`config.mk`:
```
export PLATFORM = sky130hd
export DESIGN_NAME = mont_word_mul
export DESIGN_NICKNAME = d
export VERILOG_FILES = /design/src/rtl/mmw_pkg.sv /design/src/rtl/mmw_wordram.sv /design/src/rtl/mmw_pe.sv /design/src/rtl/mmw_seq.sv /design/src/rtl/mont_word_mul.sv
export SDC_FILE = /design/constraint.sdc
export NUM_CORES = 1
export LEC_CHECK = 0
export BUFFER_PORTS_ARGS = -buffer_cell sky130_fd_sc_hd__buf_4
export CORE_ASPECT_RATIO = 1.25
export CORE_MARGIN = 2
export CORE_UTILIZATION = 56
export CTS_BUF_LIST = sky130_fd_sc_hd__clkbuf_16
export DETAILED_ROUTE_END_ITERATION = 10
export PLACE_DENSITY_LB_ADDON = 0.1
export RECOVER_POWER = 25
export SYNTH_ARGS = -nofsm -noshare
export SYNTH_HDL_FRONTEND = slang
export SYNTH_HIERARCHICAL = 1
export SYNTH_SLANG_ARGS = --single-unit
```
`constraint.sdc`:
```
create_clock -name clk -period 11.1 [get_ports clk]
set_input_delay 2.775 -clock clk [delete_from_list [all_inputs] [get_ports clk]]
set_output_delay 2.775 -clock clk [all_outputs]
set_load 0.005 [all_outputs]
```
`src/rtl/mmw_pkg.sv`:
```
package mmw_pkg;

   typedef enum logic [1:0] {
      ST_IDLE = 2'd0,
      ST_PRE  = 2'd1,
      ST_RUN  = 2'd2,
      ST_TAIL = 2'd3
   } mmw_state_e;

   localparam int unsigned N_OPS = 3;  // X, Y, M operand stores

endpackage

```
`src/rtl/mmw_wordram.sv`:
```
module mmw_wordram #(
   parameter int unsigned WIDTH = 8,
   parameter int unsigned DEPTH = 8,
   parameter int unsigned AW    = 3
) (
   input  logic             clk,
   input  logic             we,
   input  logic [AW-1:0]    waddr,
   input  logic [WIDTH-1:0] wdata,
   input  logic [AW-1:0]    raddr,
   output logic [WIDTH-1:0] rdata
);

   logic [WIDTH-1:0] mem [DEPTH];

   if (DEPTH > (1 << AW)) begin : g_bad_depth
      $error("mmw_wordram: DEPTH exceeds address space");
   end

   always_ff @(posedge clk) begin
      if (we) mem[waddr] <= wdata;
      rdata <= mem[raddr];
   end

endmodule

```
`src/rtl/mmw_pe.sv`:
```
module mmw_pe #(
   parameter int unsigned W = 8
) (
   input  logic         clk,
   input  logic         rst_n,
   input  logic         clr,
   input  logic         x_load,
   input  logic         x_in,
   input  logic         run,
   input  logic         first_word,
   input  logic         first_bit,
   input  logic         tail,
   input  logic [W-1:0] s_in,
   input  logic [W-1:0] y_in,
   input  logic [W-1:0] m_in,
   output logic [W-1:0] wr_data,
   output logic         top_out
);

   logic           x_q;      // local copy of the current multiplier bit
   logic           q_q;      // add-modulus decision for this pass
   logic [1:0]     c_q;      // word carry, at most 2
   logic [W-2:0]   held_q;   // upper bits of the previous new word
   logic           top_q;    // bit E*W of the sum
   logic [W-1:0]   s_eff, xy;
   logic [W+1:0]   base, acc;
   logic [1:0]     hi;
   logic           q_now;

   always_comb begin
      s_eff   = first_bit ? '0 : s_in;
      xy      = x_q ? y_in : '0;
      base    = {2'b00, xy} + {2'b00, s_eff} + (first_word ? '0 : {{W{1'b0}}, c_q});
      q_now   = first_word ? base[0] : q_q;
      acc     = base + (q_now ? {2'b00, m_in} : '0);
      hi      = c_q + {1'b0, top_q};
      wr_data = tail ? {hi[0], held_q} : {acc[0], held_q};
   end

   always_ff @(posedge clk or negedge rst_n) begin
      if (!rst_n) begin
         x_q    <= 1'b0;
         q_q    <= 1'b0;
         c_q    <= '0;
         held_q <= '0;
         top_q  <= 1'b0;
      end else begin
         if (x_load) x_q <= x_in;
         if (run) begin
            held_q <= acc[W-1:1];
            c_q    <= acc[W+1:W];
            if (first_word) q_q <= base[0];
         end
         if (clr)       top_q <= 1'b0;
         else if (tail) top_q <= hi[1];
      end
   end

   assign top_out = top_q;


   low_word_even_chk: assert property (@(posedge clk) disable iff (!rst_n)
      (run && first_word) |-> (acc[0] == 1'b0));


   carry_bound_chk: assert property (@(posedge clk) disable iff (!rst_n)
      run |=> (c_q <= 2'd2));

endmodule

```
`src/rtl/mmw_seq.sv`:
```
module mmw_seq
   import mmw_pkg::*;
#(
   parameter int unsigned K  = 64,
   parameter int unsigned E  = 8,
   parameter int unsigned LE = 3,
   parameter int unsigned LW = 3,
   parameter int unsigned BW = 7
) (
   input  logic          clk,
   input  logic          rst_n,
   input  logic          start,
   output logic          busy,
   output logic          done,
   output logic          done_flag,
   output logic          start_ok,
   output logic          run,
   output logic          tail,
   output logic          first_word,
   output logic          first_bit,
   output logic          x_load,
   output logic [LW-1:0] x_pos,
   output logic [LE-1:0] x_addr,
   output logic [LE-1:0] eng_raddr,
   output logic [LE-1:0] s_waddr,
   output logic          s_we
);

   localparam logic [LE-1:0] LASTW = LE'(E - 1);
   localparam logic [BW-1:0] LASTB = BW'(K - 1);
   localparam int unsigned   LAT   = 1 + K * (E + 1);

   mmw_state_e    state;
   logic [LE-1:0] j_q;
   logic [BW-1:0] b_q;

   always_comb begin
      busy       = (state != ST_IDLE);
      start_ok   = (state == ST_IDLE) && start;
      run        = (state == ST_RUN);
      tail       = (state == ST_TAIL);
      first_word = run && (j_q == '0);
      first_bit  = (b_q == '0);
      x_load     = (state == ST_PRE) || tail;
      x_pos      = (state == ST_PRE) ? '0 : LW'(b_q + 1'b1);
      x_addr     = busy ? LE'((b_q + 1'b1) >> LW) : '0;
      eng_raddr  = (run && (j_q != LASTW)) ? LE'(j_q + 1'b1) : '0;
      s_we       = (run && (j_q != '0)) || tail;
      s_waddr    = tail ? LASTW : LE'(j_q - 1'b1);
   end

   always_ff @(posedge clk or negedge rst_n) begin
      if (!rst_n) begin
         state     <= ST_IDLE;
         j_q       <= '0;
         b_q       <= '0;
         done      <= 1'b0;
         done_flag <= 1'b0;
      end else begin
         done <= 1'b0;
         unique case (state)
            ST_IDLE: if (start) begin
               state     <= ST_PRE;
               j_q       <= '0;
               b_q       <= '0;
               done_flag <= 1'b0;
            end
            ST_PRE: begin
               state <= ST_RUN;
               j_q   <= '0;
            end
            ST_RUN: begin
               if (j_q == LASTW) state <= ST_TAIL;
               else              j_q   <= j_q + 1'b1;
            end
            ST_TAIL: begin
               j_q <= '0;
               if (b_q == LASTB) begin
                  state     <= ST_IDLE;
                  done      <= 1'b1;
                  done_flag <= 1'b1;
               end else begin
                  b_q   <= b_q + 1'b1;
                  state <= ST_RUN;
               end
            end
            default: state <= ST_IDLE;
         endcase
      end
   end

   // run-length counter used by the latency check
   logic [31:0] cyc_q;
   always_ff @(posedge clk or negedge rst_n) begin
      if (!rst_n)        cyc_q <= '0;
      else if (start_ok) cyc_q <= '0;
      else if (busy)     cyc_q <= cyc_q + 1'b1;
   end


   run_length_chk: assert property (@(posedge clk) disable iff (!rst_n)
      done |-> (cyc_q == LAT));


   restart_block_chk: assert property (@(posedge clk) disable iff (!rst_n)
      (busy && start) |=> (state != ST_PRE));


   done_pulse_chk: assert property (@(posedge clk) disable iff (!rst_n)
      done |=> !done);


   flag_clear_chk: assert property (@(posedge clk) disable iff (!rst_n)
      start_ok |=> (!done_flag && busy));

endmodule

```
`src/rtl/mont_word_mul.sv`:
```
module mont_word_mul
   import mmw_pkg::*;
#(
   parameter int unsigned W = 8,
   parameter int unsigned K = 64,
   localparam int unsigned E  = (K + W - 1) / W,
   localparam int unsigned LE = (E > 1) ? $clog2(E) : 1,
   localparam int unsigned LW = (W > 1) ? $clog2(W) : 1,
   localparam int unsigned BW = $clog2(K + 1)
) (
   input  logic          clk,
   input  logic          rst_n,
   input  logic          start,
   input  logic          ld_en,
   input  logic [1:0]    ld_sel,
   input  logic [LE-1:0] ld_addr,
   input  logic [W-1:0]  ld_data,
   input  logic [LE-1:0] rd_addr,
   output logic [W-1:0]  rd_data,
   output logic          rd_top,
   output logic          busy,
   output logic          done,
   output logic          done_flag
);

   if (W < 2 || (1 << LW) != W) begin : g_bad_w
      $error("mont_word_mul: W must be a power of two, at least 2");
   end
   if (E < 2) begin : g_bad_e
      $error("mont_word_mul: K must span at least two words");
   end

   logic          start_ok, run, tail, first_word, first_bit, x_load, s_we;
   logic [LW-1:0] x_pos;
   logic [LE-1:0] x_addr, eng_raddr, s_waddr, s_raddr;
   logic [W-1:0]  op_rd [N_OPS];
   logic [W-1:0]  s_wdata, s_rd;

   mmw_seq #(.K(K), .E(E), .LE(LE), .LW(LW), .BW(BW)) u_seq (
      .clk, .rst_n, .start, .busy, .done, .done_flag, .start_ok,
      .run, .tail, .first_word, .first_bit, .x_load, .x_pos,
      .x_addr, .eng_raddr, .s_waddr, .s_we
   );

   for (genvar g = 0; g < N_OPS; g++) begin : g_op
      logic [LE-1:0] ra;
      if (g == 0) begin : g_xport
         assign ra = x_addr;
      end else begin : g_wport
         assign ra = eng_raddr;
      end
      mmw_wordram #(.WIDTH(W), .DEPTH(E), .AW(LE)) u_ram (
         .clk,
         .we    (ld_en && !busy && (ld_sel == 2'(g))),
         .waddr (ld_addr),
         .wdata (ld_data),
         .raddr (ra),
         .rdata (op_rd[g])
      );
   end

   assign s_raddr = busy ? eng_raddr : rd_addr;

   mmw_wordram #(.WIDTH(W), .DEPTH(E), .AW(LE)) u_sram (
      .clk,
      .we    (s_we),
      .waddr (s_waddr),
      .wdata (s_wdata),
      .raddr (s_raddr),
      .rdata (s_rd)
   );

   mmw_pe #(.W(W)) u_pe (
      .clk, .rst_n,
      .clr        (start_ok),
      .x_load,
      .x_in       (op_rd[0][x_pos]),
      .run, .first_word, .first_bit, .tail,
      .s_in       (s_rd),
      .y_in       (op_rd[1]),
      .m_in       (op_rd[2]),
      .wr_data    (s_wdata),
      .top_out    (rd_top)
   );

   assign rd_data = s_rd;


   sum_port_clash_chk: assert property (@(posedge clk) disable iff (!rst_n)
      s_we |-> (s_waddr != s_raddr));

endmodule

```
* Word level (Yosys, flattened, before mapping)
Memory sizes are Yosys's and may differ from the RTL's. A register that Yosys moved wholly into a read port is not among the register bits. Index checks and enable logic that the tools add are counted.
Operators by class: $add $sub $neg 7, magnitude comparators 1, eq/ne operators 13, muxes and demuxes 38, reduce and logical (&&, ||, !) cells 24
Operators with widths (count):
- 8-bit two-way mux | 4
- 3-bit two-way mux | 7
- 10-bit adder | 2
- 1-bit two-way mux | 16
- 7-bit two-way mux | 2
- 7-bit case mux with 2 select lines | 1
- 8-bit by 8-bit adder with 9-bit output | 1
- 3-bit case mux with 3 select lines | 1
- 1-bit logical AND | 8
- 2-bit two-way mux | 4
- 2-bit != test, second input constant | 4
- 2-bit case mux with 4 select lines | 1
- 7-bit by 1-bit adder with 7-bit output, second input constant | 1
- 7-bit by 6-bit equality test with 1-bit output, second input constant | 1
- 7-bit logical NOT | 1
- 2-bit equality test, second input constant | 3
- 3-bit AND reduction | 2
- 2-bit nonzero test | 3
- 2-bit by 1-bit equality test with 1-bit output, second input constant | 2
- 2-bit logical NOT | 2
- 3-bit by 4-bit < comparator with 1-bit output, second input constant | 1
- 2-bit AND reduction | 2
- 3-bit by 1-bit adder with 3-bit output, second input constant | 1
- 1-bit binary-select mux with 3-bit select | 1
- other kinds (11) | 12
Storage, ports and cells: flip-flop bits (word level) 26, RAM bits 256, input port bits 20, memories kept 4
Memory list:
- g_op[0].u_ram.mem | words 8, width 8, rd ports 1, clocked after memory_dff 1, write ports 1, line mmw_wordram.sv:14 | logic [WIDTH-1:0] mem [DEPTH];
- g_op[1].u_ram.mem | words 8, width 8, rd ports 1, clocked after memory_dff 1, write ports 1, line mmw_wordram.sv:14
- g_op[2].u_ram.mem | words 8, width 8, rd ports 1, clocked after memory_dff 1, write ports 1, line mmw_wordram.sv:14
- u_sram.mem | words 8, width 8, rd ports 1, clocked after memory_dff 1, write ports 1, line mmw_wordram.sv:14

* Longest topological paths before layout
depth after elaboration 8, mapped depth 21, depth with buffers taken out 21

* Cells and area by module
Netlist, hierarchy kept.
Modules (own cells, without submodules):
- mmw_wordram | times used 4, cells an instance 114, area each 2691.3 µm², sequential area each 2082.0 µm²
- mmw_pe | times used 1, cells an instance 145, area each 1445.1 µm², sequential area each 300.3 µm²
- mmw_seq | times used 1, cells an instance 118, area each 994.7 µm², sequential area each 350.3 µm²
- mont_word_mul | times used 1, cells an instance 9, area each 126.4 µm², sequential area each 0.0 µm²

* Worst setup path before layout
No wires, ideal clock.
path type flip-flop to flip-flop, start register u_seq.b_q[0], end register u_pe.c_q[0], library setup time 0.125 ns, arrival time 4.451 ns, data required time 10.975 ns, setup slack 6.525 ns, cell stages (with the launch flop) 21, path buffers 0, cell sequence dfrtp_1 > inv_1 > ha_1 > or4b_1 > nor3_1 > nor2b_1 > fa_1 > ha_1 > inv_1 > fa_1 > nor2b_1 > o21ai_1 > nand2b_2 > a21o_1 > a21oi_1 > xnor2_1 > ha_1 > and3_1 > a221oi_1 > xor2_1 > mux2_2
Between the ends: cells in the longest elaborated chain, start to end 7
RTL lines:
- start: declaration | line mmw_seq.sv:35 | logic [BW-1:0] b_q;
- start signal: assignment | line mmw_seq.sv:83 | b_q <= b_q + 1'b1;
- 7-bit logical NOT (*) | line mmw_seq.sv:43 | first_bit = (b_q == '0);
- net first_bit | line mont_word_mul.sv:33 | logic start_ok, run, tail, first_word, first_bit, x_load, s_we;
- 8-bit two-way mux (*) | line mmw_pe.sv:31 | s_eff = first_bit ? '0 : s_in;
- 8-bit by 8-bit adder with 9-bit output (*) | line mmw_pe.sv:33 | base = {2'b00, xy} + {2'b00, s_eff} + (first_word ? '0 : {{W{1'b0}}, c_q});
- 10-bit adder (*) | line mmw_pe.sv:33
- 1-bit two-way mux | line mmw_pe.sv:34 | q_now = first_word ? base[0] : q_q;
- 8-bit two-way mux | line mmw_pe.sv:35 | acc = base + (q_now ? {2'b00, m_in} : '0);
- 10-bit adder (*) | line mmw_pe.sv:35
- end signal: assignment | line mmw_pe.sv:51 | c_q <= acc[W+1:W];
- end: declaration | line mmw_pe.sv:22 | logic [1:0] c_q;
The timed path passes the listed nets; every way through them passes the cells marked *. A chain may end at the register's enable or synchronous reset.

* Final worst setup path
Ends and elaborated chain as after synthesis.

==> qor.yml <==
synthTopCellsByArea: "edfxtp_1, mux4_1, dfrtp_1"
p_leak_nw: 5.27
critPathMaxStageDelay_ns: 0.56
synth_area_um2: 13300
violations: "capacitance limit, slew limit"
crit_path_end_kind: "flop"
yosys.area.top_type_share: 0.577
ys.flop_type: "edfxtp_1"
avgSynthCellArea_um2: 18.3
synthCells: 728
cpMostUsedCell: "ha_1"
io_buffers: 31
core_area_um2: 23600
cts_buffer_depth: 3
postCtsSetupBuffers: 0
area_growth_syn_to_layout_pct: 10.0
grt_pass1_wl_um: 38200
synth-edff-count: 256
finalClockSkew_ns: 0.00840
cp-start-kind: "flop"
initial_utilization: 0.566
die_h_um: 177
status: "finished with violations"
first_pass_iters: 5
die_x_um: 142
viasPerCell: 5.93
max_freq_ghz: 0.197
ys_ff_latch: 314
final_nets: 817
worst-path-buf-inv: 2
finalWeightedCongestion: 0.827
fin_area_um2: 14700
rows: 63
ys_seq_area_frac: 0.673
num_antenna_cells: 0
track_usage: 0.204
synth_nets: 780
clk_latency_ns: 0.54
async_flop_share: 0.0828
nFillCells: 1680
cts.clk_slew.worst_paths_ns: 0.06
critical_path_class: "reg -> reg"
cts_resized: 0
final_max_slew_viol_count: 27
drc_errors: 0
grt_overflow_total: 0
setup_viol: 0
cpMaxStageDelayCell: "nor3_1"
yosys.area.top_type: "edfxtp_1"
period_minus_slack_ns: 5.07
tightest_slew_ns: 1.54
boundaryPins: 32
setup_tns_ns: 0
grt_max_degree: 34
yosys_warnings: 6
synth_commonest_cells: "edfxtp_1, mux4_1, mux2_2"
cts_tree: "built"
cts_inserted_buffers: 29
ys_types: 61
cap_violations: 1
irDropWorstVdd_mv: 0.138
arrival_ns: 5.49
path_max_fanout: 8
finalHoldViolCount: 0
synth_most_common_cell: "edfxtp_1"
wl_per_cell_um: 22.9
grt_pass1_vias: 6716
antenna_found_initial: 0
cts_hold_buf: 0
cp_cell_sequence: "inv_1 > ha_1 > or4b_1 > nor3_1 > nor2b_1 > fa_1 > ha_1 > inv_1 > fa_1 > nor2b_1 > o21ai_1 > nand2b_2 > a21o_1 > a21oi_1 > xnor2_1 > ha_1 > and3_1 > a221oi_1 > xor2_1 > mux2_2"
drive_gt1_frac: 0.178
hold_class: "reg -> reg"
ant_nets: 0
dp_hpwl_um: 16700
critical_path.top_delay_family: "adder cells"
clockRootBuffer: "clkbuf_16"
p_per_area_nw_per_um2: 320
cts.sinks: 314
post-route-period-util: 0.457
rsz0062_at_grt: "false"
worst_slew_margin_rel: -0.0279
htreeDepth: 1
via_count: 6394
drt_iter0_markers: 306
drt-total-wl_um: 24700
required_ns: 11.52
dieArea_um2: 25100
dpl_cell_area_um2: 13700
## routing by layer
metal	wire length (um)	vias up	share of wire	track usage
met5	0	-	0	0
met4	629	0	0.025	0.0613
met3	860	42	0.035	0.0290
met2	12900	121	0.52	0.366
met1	10300	3252	0.42	0.258
li1	-	2979	-	-
## final timing paths
path	startpoint	to	slack, ns	cells past startpoint
worst max-delay path	u_seq/b_q[0]	u_pe/c_q[0]	6.03	20
worst min-delay path	u_pe/q_q	u_pe/q_q	0.51	1
worst max register to register	u_seq/b_q[0]	u_pe/c_q[0]	6.03	20
worst min register to register	u_pe/q_q	u_pe/q_q	0.51	1
max in group asynchronous	rst_n	u_seq/b_q[0]	7.59	1
min in group asynchronous	rst_n	u_pe/held_q[0]	2.61	1
## layout make-up
cell class | count | area [um2] | share of cell area
clock buffer | 29 | 726 | 0.0495
clock inverter | 24 | 228 | 0.0155
inverter | 20 | 75.1 | 0.00512
multi-input combinational | 364 | 4040 | 0.276
sequential | 314 | 8980 | 0.612
tap | 292 | 365 | 0.0249
timing repair buffer | 36 | 251 | 0.0171
## power breakdown
group          total [mW]  internal [mW]  switching, mW  leakage [nW]
logic                2.03          0.984           1.04          1.86
registers            1.69           1.57          0.117          2.90
clock network       0.983          0.587          0.397         0.514
## sequential cells by signal (all words and copies together), names as in the netlist
register,flops
u_seq/b_q,7
u_pe/top_out,1
u_sram/mem,64
u_pe/held_q,7
g_op.u_ram/mem,192
u_seq/j_q,3
u_seq/done,1
u_pe/x_q,1
u_seq/state,2
u_pe/q_q,1
u_sram/rdata,8
g_op.u_ram/rdata,24
u_seq/done_flag,1
u_pe/c_q,2
## layout by cell type, fill, tap and decap left out, types with 16 or more instances in the layout
cell type and n:
buf_4 31, nand2b_1 17, mux2_2 47, dfxtp_1 32
clkbuf_16 29, mux4_1 62, inv_1 31, a21oi_1 18
and2_1 16, ha_1 28, edfxtp_1 256, nor2_1 44
nand2_1 16, dfrtp_1 26
## logic make-up (layout without fill, tap and decap cells)
| group | Yosys count | after routing | share of synthesized area |
|---|---|---|---|
| xor+xnor | 17 | 17 | 0.0112 |
| buf+inv | 50 | 109 | 0.0237 |
| compound gates | 65 | 65 | 0.0363 |
| flops | 314 | 314 | 0.673 |
| simple gates | 136 | 136 | 0.0532 |
| mux | 114 | 114 | 0.170 |
| fa+ha+maj | 32 | 32 | 0.0323 |
## stage by stage
stage | setup slack [ns] | power (mW) | hold slack, ns | instances | util
6_report | 6.03 | 4.70 | 0.511 | 1079 | 0.622
3_5_place_dp | 6.05 | 3.77 | 0.497 | 1026 | 0.583
2_1_floorplan | 6.52 | 3.27 | 0.477 | 728 | -
5_1_grt | 5.70 | 4.97 | 0.531 | 1079 | 0.622
4_1_cts | 6.03 | 4.77 | 0.510 | 1079 | 0.623
3_3_place_gp | 6.20 | 3.71 | 0.488 | 1026 | 0.583
No activity file was read; power rests on OpenSTA's default activity.
